--- config.mk ---
export PLATFORM = sky130hd
export DESIGN_NAME = ipt_lookup
export DESIGN_NICKNAME = d
export VERILOG_FILES = /design/src/rtl/ipt_pkg.sv /design/src/rtl/ipt_hash.sv /design/src/rtl/ipt_table.sv /design/src/rtl/ipt_probe_ctl.sv /design/src/rtl/ipt_lookup.sv
export SDC_FILE = /design/constraint.sdc
export NUM_CORES = 1
export LEC_CHECK = 0
export BUFFER_PORTS_ARGS = -buffer_cell sky130_fd_sc_hd__buf_2
export CORE_UTILIZATION = 45
export DETAILED_ROUTE_END_ITERATION = 12
export PLACE_DENSITY = 0.59
export SETUP_SLACK_MARGIN = 0.02
export SYNTH_ARGS = -nofsm -noshare
export SYNTH_HDL_FRONTEND = slang
export SYNTH_SLANG_ARGS = --single-unit
--- constraint.sdc ---
create_clock -name clk -period 4.5 [get_ports clk]
set_clock_uncertainty 0.15 [all_clocks]
set_input_delay 0.225 -clock clk [delete_from_list [all_inputs] [get_ports clk]]
set_output_delay 0.225 -clock clk [all_outputs]
set_load 0.03 [all_outputs]
--- src/rtl/ipt_pkg.sv ---
package ipt_pkg;

    typedef enum logic [1:0] {
        ST_IDLE  = 2'd0,
        ST_PROBE = 2'd1,
        ST_DONE  = 2'd2
    } ipt_state_e;

    typedef struct packed {
        logic hit;
        logic last;
    } probe_step_t;

    function automatic probe_step_t eval_step(input logic is_match, input logic at_limit);
        probe_step_t s;
        s.hit  = is_match;
        s.last = is_match | at_limit;
        return s;
    endfunction

endpackage

--- src/rtl/ipt_hash.sv ---
module ipt_hash #(
    parameter int VPN_W = 20,
    parameter int PID_W = 8,
    parameter int IDX_W = 4
) (
    input  logic [VPN_W-1:0] vpn,
    input  logic [PID_W-1:0] pid,
    output logic [IDX_W-1:0] start_idx
);
    logic [VPN_W-1:0] vpn_hi;

    always_comb begin
        vpn_hi    = vpn >> IDX_W;
        start_idx = IDX_W'(vpn) ^ IDX_W'(vpn_hi) ^ IDX_W'(pid);
    end
endmodule

--- src/rtl/ipt_table.sv ---
module ipt_table #(
    parameter int FRAMES = 16,
    parameter int VPN_W  = 20,
    parameter int PID_W  = 8,
    localparam int IDX_W = $clog2(FRAMES)
) (
    input  logic             clk,
    input  logic             rst,
    input  logic             wr_en,
    input  logic [IDX_W-1:0] wr_idx,
    input  logic             wr_valid,
    input  logic [VPN_W-1:0] wr_vpn,
    input  logic [PID_W-1:0] wr_pid,
    input  logic [IDX_W-1:0] rd_idx,
    output logic             rd_valid,
    output logic [VPN_W-1:0] rd_vpn,
    output logic [PID_W-1:0] rd_pid
);
    typedef struct packed {
        logic [VPN_W-1:0] vpn;
        logic [PID_W-1:0] pid;
    } slot_tag_t;

    logic      valid_q [FRAMES];
    slot_tag_t tag_q   [FRAMES];

    for (genvar g = 0; g < FRAMES; g++) begin : g_slot
        always_ff @(posedge clk) begin
            if (rst) begin
                valid_q[g] <= 1'b0;
            end else if (wr_en && wr_idx == IDX_W'(g)) begin
                valid_q[g] <= wr_valid;
            end
        end

        always_ff @(posedge clk) begin
            if (wr_en && wr_idx == IDX_W'(g)) begin
                tag_q[g] <= '{vpn: wr_vpn, pid: wr_pid};
            end
        end
    end

    always_comb begin
        rd_valid = valid_q[rd_idx];
        rd_vpn   = tag_q[rd_idx].vpn;
        rd_pid   = tag_q[rd_idx].pid;
    end

    // a write lands in the addressed slot by the next cycle
    p_write_lands_r9: assert property (@(posedge clk) disable iff (rst)
        wr_en |=> (valid_q[$past(wr_idx)] == $past(wr_valid)));
endmodule

--- src/rtl/ipt_probe_ctl.sv ---
module ipt_probe_ctl
    import ipt_pkg::*;
#(
    parameter int FRAMES = 16,
    parameter int VPN_W  = 20,
    parameter int PID_W  = 8,
    parameter int PROBES = 4,
    localparam int IDX_W = $clog2(FRAMES),
    localparam int CNT_W = $clog2(PROBES + 1)
) (
    input  logic             clk,
    input  logic             rst,
    input  logic             req_valid,
    output logic             req_ready,
    input  logic [VPN_W-1:0] req_vpn,
    input  logic [PID_W-1:0] req_pid,
    input  logic [IDX_W-1:0] start_idx,
    output logic [IDX_W-1:0] rd_idx,
    input  logic             rd_valid,
    input  logic [VPN_W-1:0] rd_vpn,
    input  logic [PID_W-1:0] rd_pid,
    output logic             done,
    output logic             resp_hit,
    output logic [IDX_W-1:0] resp_frame
);
    ipt_state_e       state_q;
    logic [IDX_W-1:0] ptr_q;
    logic [IDX_W-1:0] start_q;
    logic [CNT_W-1:0] steps_q;
    logic [VPN_W-1:0] key_vpn_q;
    logic [PID_W-1:0] key_pid_q;
    logic             hit_q;
    logic [IDX_W-1:0] frame_q;

    logic        slot_match;
    logic        at_limit;
    probe_step_t step;

    always_comb begin
        slot_match = rd_valid && (rd_vpn == key_vpn_q) && (rd_pid == key_pid_q);
        at_limit   = (steps_q == CNT_W'(PROBES - 1));
        step       = eval_step(slot_match, at_limit);
        rd_idx     = ptr_q;
        req_ready  = (state_q == ST_IDLE);
        done       = (state_q == ST_DONE);
        resp_hit   = hit_q;
        resp_frame = frame_q;
    end

    always_ff @(posedge clk) begin
        if (rst) begin
            state_q   <= ST_IDLE;
            ptr_q     <= '0;
            start_q   <= '0;
            steps_q   <= '0;
            key_vpn_q <= '0;
            key_pid_q <= '0;
            hit_q     <= 1'b0;
            frame_q   <= '0;
        end else begin
            unique case (state_q)
                ST_IDLE: begin
                    if (req_valid) begin
                        state_q   <= ST_PROBE;
                        ptr_q     <= start_idx;
                        start_q   <= start_idx;
                        steps_q   <= '0;
                        key_vpn_q <= req_vpn;
                        key_pid_q <= req_pid;
                    end
                end
                ST_PROBE: begin
                    if (step.last) begin
                        state_q <= ST_DONE;
                        hit_q   <= step.hit;
                        frame_q <= step.hit ? ptr_q : '0;
                    end else begin
                        ptr_q   <= ptr_q + 1'b1;
                        steps_q <= steps_q + 1'b1;
                    end
                end
                ST_DONE: begin
                    state_q <= ST_IDLE;
                end
                default: state_q <= ST_IDLE;
            endcase
        end
    end

    logic [IDX_W-1:0] hit_dist;
    always_comb hit_dist = frame_q - start_q;

    // the result strobe lasts one cycle
    p_done_pulse_r8: assert property (@(posedge clk) disable iff (rst)
        done |=> !done);

    // an accepted request drops ready
    p_accept_busy_r7: assert property (@(posedge clk) disable iff (rst)
        (req_valid && req_ready) |=> !req_ready);

    // no new request while a result is shown
    p_done_not_ready_r7: assert property (@(posedge clk) disable iff (rst)
        done |-> !req_ready);

    // the walk never exceeds the probe limit
    p_probe_bound_r3: assert property (@(posedge clk) disable iff (rst)
        (state_q == ST_PROBE) |-> (steps_q < CNT_W'(PROBES)));

    // a reported frame lies in the window that starts at the hashed slot
    p_frame_window_r6: assert property (@(posedge clk) disable iff (rst)
        (done && resp_hit) |-> (int'(hit_dist) < PROBES));
endmodule

--- src/rtl/ipt_lookup.sv ---
module ipt_lookup #(
    parameter int FRAMES = 16,
    parameter int VPN_W  = 20,
    parameter int PID_W  = 8,
    parameter int PROBES = 4,
    localparam int IDX_W = $clog2(FRAMES)
) (
    input  logic             clk,
    input  logic             rst,
    input  logic             req_valid,
    output logic             req_ready,
    input  logic [VPN_W-1:0] req_vpn,
    input  logic [PID_W-1:0] req_pid,
    output logic             done,
    output logic             resp_hit,
    output logic [IDX_W-1:0] resp_frame,
    input  logic             wr_en,
    input  logic [IDX_W-1:0] wr_idx,
    input  logic             wr_valid,
    input  logic [VPN_W-1:0] wr_vpn,
    input  logic [PID_W-1:0] wr_pid
);
    logic [IDX_W-1:0] start_idx;
    logic [IDX_W-1:0] rd_idx;
    logic             rd_valid;
    logic [VPN_W-1:0] rd_vpn;
    logic [PID_W-1:0] rd_pid;

    ipt_hash #(.VPN_W(VPN_W), .PID_W(PID_W), .IDX_W(IDX_W)) u_hash (
        .vpn      (req_vpn),
        .pid      (req_pid),
        .start_idx(start_idx)
    );

    ipt_table #(.FRAMES(FRAMES), .VPN_W(VPN_W), .PID_W(PID_W)) u_table (
        .clk     (clk),
        .rst     (rst),
        .wr_en   (wr_en),
        .wr_idx  (wr_idx),
        .wr_valid(wr_valid),
        .wr_vpn  (wr_vpn),
        .wr_pid  (wr_pid),
        .rd_idx  (rd_idx),
        .rd_valid(rd_valid),
        .rd_vpn  (rd_vpn),
        .rd_pid  (rd_pid)
    );

    ipt_probe_ctl #(.FRAMES(FRAMES), .VPN_W(VPN_W), .PID_W(PID_W), .PROBES(PROBES)) u_ctl (
        .clk       (clk),
        .rst       (rst),
        .req_valid (req_valid),
        .req_ready (req_ready),
        .req_vpn   (req_vpn),
        .req_pid   (req_pid),
        .start_idx (start_idx),
        .rd_idx    (rd_idx),
        .rd_valid  (rd_valid),
        .rd_vpn    (rd_vpn),
        .rd_pid    (rd_pid),
        .done      (done),
        .resp_hit  (resp_hit),
        .resp_frame(resp_frame)
    );
endmodule

==> flow_metrics.env, run 1 <==
export IMPL_status="finished clean"
export IMPL_wirelength_um=50200
export IMPL_synth_main_ff_cell="edfxtp_1"
export IMPL_path_clk_slew_ps=60
export IMPL_ys_warn_count=0
export IMPL_fill_cells=3513
export IMPL_synth_cell_types=68
export IMPL_ys_seq_area_frac=0.725
export IMPL_drc=0
export IMPL_place_worst_setup_slack_ps=441
export IMPL_cts_num_sinks=510
export IMPL_tritoncts_num_buffers=52
export IMPL_period_share=0.909
export IMPL_grt_start_max_net_pins=68
export IMPL_clock_fmax_mhz=244
export IMPL_end_kind="flip-flop"
export IMPL_dp_cells=1739
export IMPL_r2r_cells=8
export IMPL_regToRegSetupSlack_ps=410
export IMPL_hold_viol_final=0
export IMPL_first_global_vias=11000
export IMPL_rsz0062_at_grt="false"
export IMPL_core_mm2=0.0446
export IMPL_syn_cell_area_mm2=0.0205
export IMPL_hold_class="primary input to flip-flop"
export IMPL_antenna_found_initial=0
export IMPL_synth_edf_count=464
export IMPL_drive_above_1_share=0.253
export IMPL_setup_viol=0
export IMPL_hold_path_startpoint="wr_idx[2]"
export IMPL_synth_seq_cells=510
export IMPL_port_buffers=71
export IMPL_ir_worst_vdd_v=0.000261
export IMPL_synth_top_cells_by_area="edfxtp_1 (68%), mux4_2 (11%), dfxtp_1 (4.5%)"
export IMPL_area_growth_pct=16.1
export IMPL_gr_usage_all_layers=0.219
export IMPL_start_util=0.460
export IMPL_layout_setup_ws_ps=410
export IMPL_power_density_mw_per_mm2=443
export IMPL_die_x_um=215
export IMPL_diodes=0
export IMPL_relSlewSlack=0.157
export IMPL_tightestPinTransition_ps=1260
export IMPL_synth_top_cell_by_area="edfxtp_1"
export IMPL_postCtsHoldBufs=59
export IMPL_critPathKind="flip-flop to flip-flop"
export IMPL_critPathSlowestCell="dfxtp_4"
export IMPL_postRouteAntennaNets=0
export IMPL_fp_dieArea_mm2=0.0464
export IMPL_firstDrtPassIters=4
export IMPL_clkLatencyLatePin_ps=590
export IMPL_die_y_um=215
export IMPL_cp_arrival_ps=4360
export IMPL_num_io_pins=72
export IMPL_synth_fp_nets=1162
export IMPL_cts_tree="built"
export IMPL_grt_ovfl_total=0
export IMPL_cellLeakagePower_nw=7.82
export IMPL_postCtsSetupBuffers=0
export IMPL_cts_resized=0
export IMPL_syn_instance_count=1094
export IMPL_cp_required_ps=4770
export IMPL_yosysTopAreaCellShare=0.680
export IMPL_clock_path_buffers=3
export IMPL_synth_avg_cell_area_um2=18.7
export IMPL_drv_slew=0
export IMPL_async_flop_share=0
export IMPL_drv_cap=0
export IMPL_cts_root_buf="clkbuf_16"
export IMPL_drtIter0Drc=884
export IMPL_fin_tns_setup_ps=0
export IMPL_grt_pass1_wl_um=73600
export IMPL_rows=77
export IMPL_dp_hpwl_um=29900
export IMPL_p_total_mw=10.6
export IMPL_crit_chain="mux4_2 -> mux2i_1 -> xor2_1 -> nor2_1 -> a2111o_1 -> nor4_4 -> a311oi_4 -> o32ai_1"
export IMPL_final_cells=1890
export IMPL_crit_fanout=39
export IMPL_via_count=10700
export IMPL_wire_per_inst_um=26.5
export IMPL_h_tree_depth=2
export IMPL_slowest_delay_ps=870
export IMPL_fin_crit_ps=4090
export IMPL_cp_start_kind="flip-flop"
export IMPL_gp_congestion=0.817
export IMPL_viasPerCell=5.66
export IMPL_fin_nets=1328
[cell families (layout without fill, tap and decap cells)]
kind of cell             after synthesis  in the layout  share of synthesized area
AND/OR/NAND/NOR                      211            211                     0.0521
flip-flops                           510            510                      0.725
XOR/XNOR                              38             38                     0.0162
buffers and inverters                 72            276                     0.0206
multiplexers                         167            167                      0.150
AO/OA/AOI/OAI                         93             93                     0.0347
adder cells (fa/ha/maj)                3              3                    0.00183
[worst max-delay path, delay by kind of cell (launching register included)]
family / cells / cell delay (ps)
AOI/OAI and AO/OA: 3 / 1250
and+or+nand+nor: 2 / 350
xor gates and xnor gates: 1 / 230
DFF: 1 / 870
muxes: 2 / 1020
[cells in the mapped netlist, drive strengths merged (2+ instances only)]
cell type	count
a2111oi	3
a211o	2
a211oi	2
a21oi	31
a221oi	5
a22o	4
a22oi	2
a31oi	5
and2	2
and3	7
buf	38
clkbuf	20
dfxtp	46
edfxtp	464
ha	3
inv	13
mux2	13
mux2i	47
mux4	107
nand2	80
nand2b	14
nand3b	5
nand4	2
nor2	36
nor2b	16
nor3	19
nor3b	3
nor4	3
o21ai	5
o22ai	10
o2bb2ai	8
o31ai	2
o32ai	4
or2	15
or3	4
or3b	2
xnor2	17
xor2	21
[per-stage QoR]
stage               hold WS [ps]   util  instance area, um^2
global route                 131  0.534                23800
finish                       116  0.534                23800
global placement             313  0.485                21700
floorplan                    174      -                20500
CTS                         89.0  0.534                23800
detailed placement           315  0.485                21700
[metal layers]
metal	wire (um)	vias up	track usage
li1	-	4702	-
met1	22700	5613	0.317
met2	23500	308	0.346
met3	2500	81	0.0275
met4	1390	0	0.0757
met5	0	-	0
[state kept, by name (all words and copies together), names as in the netlist, named ones only]
name,flops
u_ctl.resp_frame,4
u_ctl.key_pid_q,8
u_ctl.rd_idx,4
u_table.valid_q,16
u_ctl.steps_q,3
u_table.tag_q,448
u_ctl.key_vpn_q,20
u_ctl.resp_hit,1
u_ctl.state_q,2
[cell usage in the layout (no fill, tap or decap), drive strengths merged, types with 5 or more instances in the layout]
cell type / Yosys / layout
a21oi: 31 / 31
a221oi: 5 / 5
a31oi: 5 / 5
and3: 7 / 7
buf: 38 / 111
clkbuf: 20 / 72
clkinv: 1 / 23
dfxtp: 46 / 46
dlygate4sd3: 0 / 59
edfxtp: 464 / 464
inv: 13 / 9
mux2: 13 / 13
mux2i: 47 / 47
mux4: 107 / 107
nand2: 80 / 80
nand2b: 14 / 14
nand3b: 5 / 5
nor2: 36 / 36
nor2b: 16 / 16
nor3: 19 / 19
o21ai: 5 / 5
o22ai: 10 / 10
o2bb2ai: 8 / 8
or2: 15 / 15
xnor2: 17 / 17
xor2: 21 / 21
[power by group]
| part | total [mW] | internal (mW) | switching, mW |
|---|---|---|---|
| Sequential | 5.40 | 5.29 | 0.114 |
| Clock | 4.04 | 2.31 | 1.73 |
| Combinational | 1.12 | 0.526 | 0.592 |
| Total | 10.6 | 8.12 | 2.43 |
[area by class of cell]
class                   count  area, um^2  area share
clock buffers              72        1430      0.0600
clock inverters            20         134     0.00562
flip-flops and latches    510       14900       0.625
multi-input cells         512        5310       0.223
inverters                  14        52.6     0.00221
repair buffers            170        1270      0.0534
well taps                 592         741      0.0311
[worst min-delay path by stage]
stage	to	slack, ps	cells after the start
6_report	u_table.valid_q[2]	120	3
4_1_cts	u_table.valid_q[2]	90	3
3_5_place_dp	u_ctl.resp_hit	320	2
3_3_place_gp	u_ctl.resp_frame[3]	310	2
2_1_floorplan	u_table.tag_q[0][0]	170	0
5_1_grt	u_table.valid_q[1]	130	3
Note: power is estimated with default switching activity, not from simulation.
==> run 2: changes to the inputs <==
==> constraint.sdc (replaced) <==
create_clock -name clk -period 4 [get_ports clk]
set_clock_uncertainty 0.15 [all_clocks]
set_input_delay 0.2 -clock clk [delete_from_list [all_inputs] [get_ports clk]]
set_output_delay 0.2 -clock clk [all_outputs]
set_load 0.03 [all_outputs]
==> flow_metrics.env, run 2 (synthesis gave the netlist of run 1 again) <==
export IMPL_final_cells=1922
export IMPL_core_mm2=0.0446
export IMPL_drtIter0Drc=1063
export IMPL_start_util=0.460
export IMPL_rsz0062_at_grt="false"
export IMPL_final_util=0.544
export IMPL_cts_tree="built"
export IMPL_fin_tns_setup_ps=0
export IMPL_ir_worst_vdd_v=0.000311
export IMPL_path_clk_slew_ps=60
export IMPL_cts_resized=0
export IMPL_cp_required_ps=4360
export IMPL_power_density_mw_per_mm2=509
export IMPL_multi_input_area_mm2=0.00531
export IMPL_final_cell_mix="edfxtp_1 (464), mux4_2 (96), nand2_1 (80)"
export IMPL_p_sw_mw=2.82
export IMPL_layout_setup_ws_ps=241
export IMPL_crit_chain="inv_2 -> buf_4 -> mux2i_1 -> nand3b_1 -> a41oi_1 -> nand4_2 -> nor4_4 -> a311oi_4 -> nor2_8 -> buf_4 -> mux2i_1"
export IMPL_cp_arrival_ps=4120
export IMPL_fp_dieArea_mm2=0.0464
export IMPL_relSlewSlack=0.252
export IMPL_wirelength_um=50600
export IMPL_clock_path_buffers=3
export IMPL_tightestPinTransition_ps=1120
export IMPL_end_kind="flip-flop"
export IMPL_dp_hpwl_um=30000
export IMPL_grt_pass1_wl_um=73400
export IMPL_antenna_found_initial=0
export IMPL_layout_commonest_cell="edfxtp_1"
export IMPL_firstDrtPassIters=5
export IMPL_hold_class="primary input to flip-flop"
export IMPL_h_tree_depth=2
export IMPL_wl_met2_um=24000
export IMPL_grt_start_max_net_pins=45
export IMPL_top_register="u_table.tag_q"
export IMPL_drive_above_1_share=0.271
export IMPL_area_growth_pct=18.4
export IMPL_rows=77
export IMPL_comb_power_share=0.111
export IMPL_tritoncts_num_buffers=53
export IMPL_wl_met1_um=22900
export IMPL_grt_ovfl_total=0
export IMPL_gp_congestion=0.801
export IMPL_reg_top3="u_table.tag_q: 448 flops, u_ctl.key_vpn_q: 20 flops, u_table.valid_q: 16 flops"
export IMPL_setup_viol=0
export IMPL_clkLatencyLatePin_ps=600
export IMPL_crit_fanout=11
export IMPL_diodes=0
export IMPL_cp_start_kind="flip-flop"
export IMPL_via_count=10800
export IMPL_die_x_um=215
export IMPL_period_share=0.940
export IMPL_status="finished clean"
export IMPL_die_y_um=215
export IMPL_critPathSlowestCell="inv_2"
export IMPL_fin_crit_ps=3760
export IMPL_viasPerCell=5.64
export IMPL_hold_viol_final=0
export IMPL_largest_reg_flops=448
export IMPL_switching_share=0.228
export IMPL_drv_slew=0
export IMPL_fill_cells=3503
export IMPL_place_worst_setup_slack_ps=229
export IMPL_seqPwrFrac=0.488
export IMPL_cts_root_buf="clkbuf_16"
export IMPL_clock_fmax_mhz=266
export IMPL_num_io_pins=72
export IMPL_drv_cap=0
export IMPL_pwr_share_clk=0.401
export IMPL_fin_nets=1354
export IMPL_slowest_delay_ps=430
export IMPL_top_layer="met4"
export IMPL_p_total_mw=12.4
export IMPL_wl_met3_um=2840
export IMPL_dp_cells=1759
export IMPL_gr_usage_all_layers=0.221
export IMPL_seqCellArea_mm2=0.0149
export IMPL_drc=0
export IMPL_first_global_vias=10900
export IMPL_critPathKind="flip-flop to flip-flop"
export IMPL_port_buffers=71
export IMPL_p_int_mw=9.54
export IMPL_wire_per_inst_um=26.3
export IMPL_postRouteAntennaNets=0
export IMPL_cellLeakagePower_nw=8.07
export IMPL_cts_num_sinks=510
-- run 2: area by class of cell --
class / instances / share of cell area
flip-flops and latches: 510 / 0.613
multi-input cells: 512 / 0.219
repair buffers: 195 / 0.0637
clock buffers: 72 / 0.0606
well taps: 592 / 0.0305
clock inverters: 27 / 0.0115
inverters: 14 / 0.00217
-- run 2: worst paths after layout --
check / start / slack, ps / depth (start not counted) / end
worst max-delay path: flip-flop / 240 / 11 / u_ctl.steps_q[1]
worst min-delay path: rst / 20 / 3 / u_ctl.resp_frame[1]
worst max register to register: flip-flop / 240 / 11 / u_ctl.steps_q[1]
worst min register to register: u_ctl.key_vpn_q[9] / 330 / 2 / u_ctl.key_vpn_q[9]
-- run 2: worst max-delay path: cells and delay by family, from the launching register on --
family                 cells  cell delay (ps)
buffers and inverters      3              950
flip-flops                 1              420
AND/OR/NAND/NOR            4              840
multiplexers               2              620
AO/OA/AOI/OAI              2              670
-- run 2: per-stage QoR --
stage          area (um^2)  hold WS [ps]
2_1_floorplan        20500           149
3_3_place_gp         21900           295
3_5_place_dp         21900           299
4_1_cts              24300          4.71
5_1_grt              24300          55.7
6_report             24300          24.9
-- run 2: timing repair --
action	in CTS	in global routing
buffers inserted	0	0
hold buffers	64	0
endpoints found under the hold margin	485	0
-- run 2: routing by layer --
metal  global-route usage  vias to the layer above
met5                    0                        -
met1                0.324                     5655
li1                     -                     4759
met4               0.0553                        0
met3               0.0330                       62
met2                0.349                      358
-- run 2: power by group through the flow --
stage	registers (mW)	clock network, mW	logic, mW
CTS	6.04	5.05	1.38
floorplan	6.09	0	0.911
detailed placement	6.15	0	1.33
global route	6.05	5.25	1.46
finish	6.04	4.96	1.37
global placement	6.14	0	1.32
==> run 3: changes to the inputs <==
--- a/config.mk
+++ b/config.mk
@@ -6,9 +6,11 @@
 export NUM_CORES = 1
 export LEC_CHECK = 0
 export BUFFER_PORTS_ARGS = -buffer_cell sky130_fd_sc_hd__buf_2
-export CORE_UTILIZATION = 45
+export CELL_PAD_IN_SITES_DETAIL_PLACEMENT = 1
+export CELL_PAD_IN_SITES_GLOBAL_PLACEMENT = 2
+export CORE_UTILIZATION = 48
 export DETAILED_ROUTE_END_ITERATION = 12
-export PLACE_DENSITY = 0.59
+export PLACE_DENSITY = 0.77
 export SETUP_SLACK_MARGIN = 0.02
 export SYNTH_ARGS = -nofsm -noshare
 export SYNTH_HDL_FRONTEND = slang
==> flow_metrics.env, run 3 (synthesis gave the netlist of run 1 again) <==
export IMPL_h_tree_depth=2
export IMPL_ir_worst_vdd_v=0.000367
export IMPL_rows=75
export IMPL_relSlewSlack=0.406
export IMPL_grt_ovfl_total=0
export IMPL_cp_required_ps=4390
export IMPL_cts_tree="built"
export IMPL_first_global_vias=11600
export IMPL_slowest_delay_ps=520
export IMPL_hold_depth=5
export IMPL_cp_arrival_ps=4190
export IMPL_firstDrtPassIters=5
export IMPL_port_buffers=71
export IMPL_grt_start_max_net_pins=37
export IMPL_power_density_mw_per_mm2=513
export IMPL_rsz0062_at_grt="false"
export IMPL_cp_start_kind="flip-flop"
export IMPL_hold_class="primary input to flip-flop"
export IMPL_drv_slew=0
export IMPL_drc=0
export IMPL_die_y_um=209
export IMPL_p_int_mw=9.57
export IMPL_drv_cap=0
export IMPL_reg_top3="u_table.tag_q: 448 flops, u_ctl.key_vpn_q: 20 flops, u_table.valid_q: 16 flops"
export IMPL_area_growth_pct=18.4
export IMPL_clock_fmax_mhz=263
export IMPL_critPathKind="flip-flop to flip-flop"
export IMPL_critPathTopFamily="simple AND/OR/NAND/NOR gates"
export IMPL_clkLatencyLatePin_ps=610
export IMPL_die_x_um=209
export IMPL_viasPerCell=5.89
export IMPL_start_util=0.488
export IMPL_path_buf_inv=2
export IMPL_postRouteAntennaNets=0
export IMPL_critPathSlowestCell="mux4_2"
export IMPL_via_count=11100
export IMPL_cts_num_sinks=510
export IMPL_gr_usage_all_layers=0.249
export IMPL_top_register="u_table.tag_q"
export IMPL_core_mm2=0.0420
export IMPL_fp_dieArea_mm2=0.0435
export IMPL_antenna_found_initial=2
export IMPL_fin_nets=1363
export IMPL_cp_depth=11
export IMPL_hold_viol_final=0
export IMPL_pwr_share_clk=0.401
export IMPL_grt_pass1_wl_um=77100
export IMPL_tritoncts_num_buffers=53
export IMPL_final_cell_mix="edfxtp_1 (464), mux4_2 (96), nand2_1 (80)"
export IMPL_setup_viol=0
export IMPL_period_share=0.950
export IMPL_crit_fanout=14
export IMPL_largest_reg_flops=448
export IMPL_cts_root_buf="clkbuf_16"
export IMPL_regToRegSetupSlack_ps=200
export IMPL_crit_chain="buf_4 -> mux4_2 -> mux4_2 -> xor2_1 -> nor2_1 -> nand4_2 -> nor4_4 -> a311oi_4 -> o221ai_2 -> nor3b_1 -> buf_4"
export IMPL_switching_share=0.232
export IMPL_tightestPinTransition_ps=888
export IMPL_seqPwrFrac=0.484
export IMPL_layout_commonest_cell="edfxtp_1"
export IMPL_p_sw_mw=2.89
export IMPL_comb_power_share=0.115
export IMPL_fin_crit_ps=3800
export IMPL_wire_per_inst_um=28.4
export IMPL_dp_cells=1705
export IMPL_fin_tns_setup_ps=0
export IMPL_final_cells=1876
export IMPL_r2r_cells=11
export IMPL_dp_hpwl_um=31500
export IMPL_end_kind="flip-flop"
export IMPL_fill_cells=3753
export IMPL_drtIter0Drc=884
export IMPL_status="finished clean"
export IMPL_path_clk_slew_ps=60
export IMPL_clock_path_buffers=3
export IMPL_cellLeakagePower_nw=8.14
export IMPL_drive_above_1_share=0.281
export IMPL_num_io_pins=72
export IMPL_hold_path_startpoint="req_valid"
export IMPL_wirelength_um=53200
export IMPL_gp_congestion=0.811
[run 3: changes by cell type in the layout (fill, tap and decap cells not counted), sizes merged, moves of 2 or more]
cell	before	now
bufinv	6	8
dlygate4sd3	64	60
inv	10	15
clkinv	24	20
buf	131	144
clkbuf	72	66
[run 3: cell type report]
class | instances | area (um^2) | area share
Antenna cell | 1 | 2.50 | 0.000103
Clock buffer | 66 | 1380 | 0.0566
Clock inverter | 30 | 367 | 0.0151
Inverter | 14 | 52.6 | 0.00216
Multi-Input combinational cell | 512 | 5310 | 0.219
Sequential cell | 510 | 14900 | 0.613
Tap cell | 539 | 674 | 0.0278
Timing Repair Buffer | 204 | 1620 | 0.0668
[run 3: routing by layer]
layer  share of wire  vias to the layer above  track usage
met3           0.050                       86       0.0395
met1            0.44                     5860        0.347
met2            0.49                      334        0.408
li1                -                     4773            -
met5         0.00024                        -            0
met4           0.025                        2       0.0748
[run 3: metrics by stage]
step	cell area, um^2	hold slack [ps]	setup slack (ps)	power, mW	util
floorplan	20500	149	751	7.00	-
global placement	21800	297	148	7.46	0.519
detailed placement	21800	303	149	7.49	0.519
CTS	24100	14.8	107	12.5	0.574
global route	24300	68.1	39.4	12.8	0.577
finish	24300	43.3	200	12.5	0.577
[run 3: tightest hold or removal path, cell delays in order]
cell     delay (ps)
buf_2            80
nand2_1          40
buf_4           240
nand2_1         110
a21oi_1          50
[run 3: path summary, 6_finish.rpt]
kind                        endpoint
hold reg to reg   u_ctl.key_vpn_q[9]
setup reg to reg           flip-flop
hold / removal    u_ctl.key_vpn_q[6]
setup / recovery           flip-flop
[run 3: what timing repair did]
item,in CTS,in global routing
resized for setup,0,2
hold endpoints to repair,487,0
hold buffers,60,0
setup endpoints to repair,0,1
setup buffers,0,14
[run 3: power groups by stage]
stage	sequential, mW	clock (mW)	combinational [mW]
global placement	6.14	0	1.32
CTS	6.04	5.08	1.40
floorplan	6.09	0	0.911
detailed placement	6.15	0	1.35
global route	6.03	5.25	1.53
finish	6.02	5.00	1.43
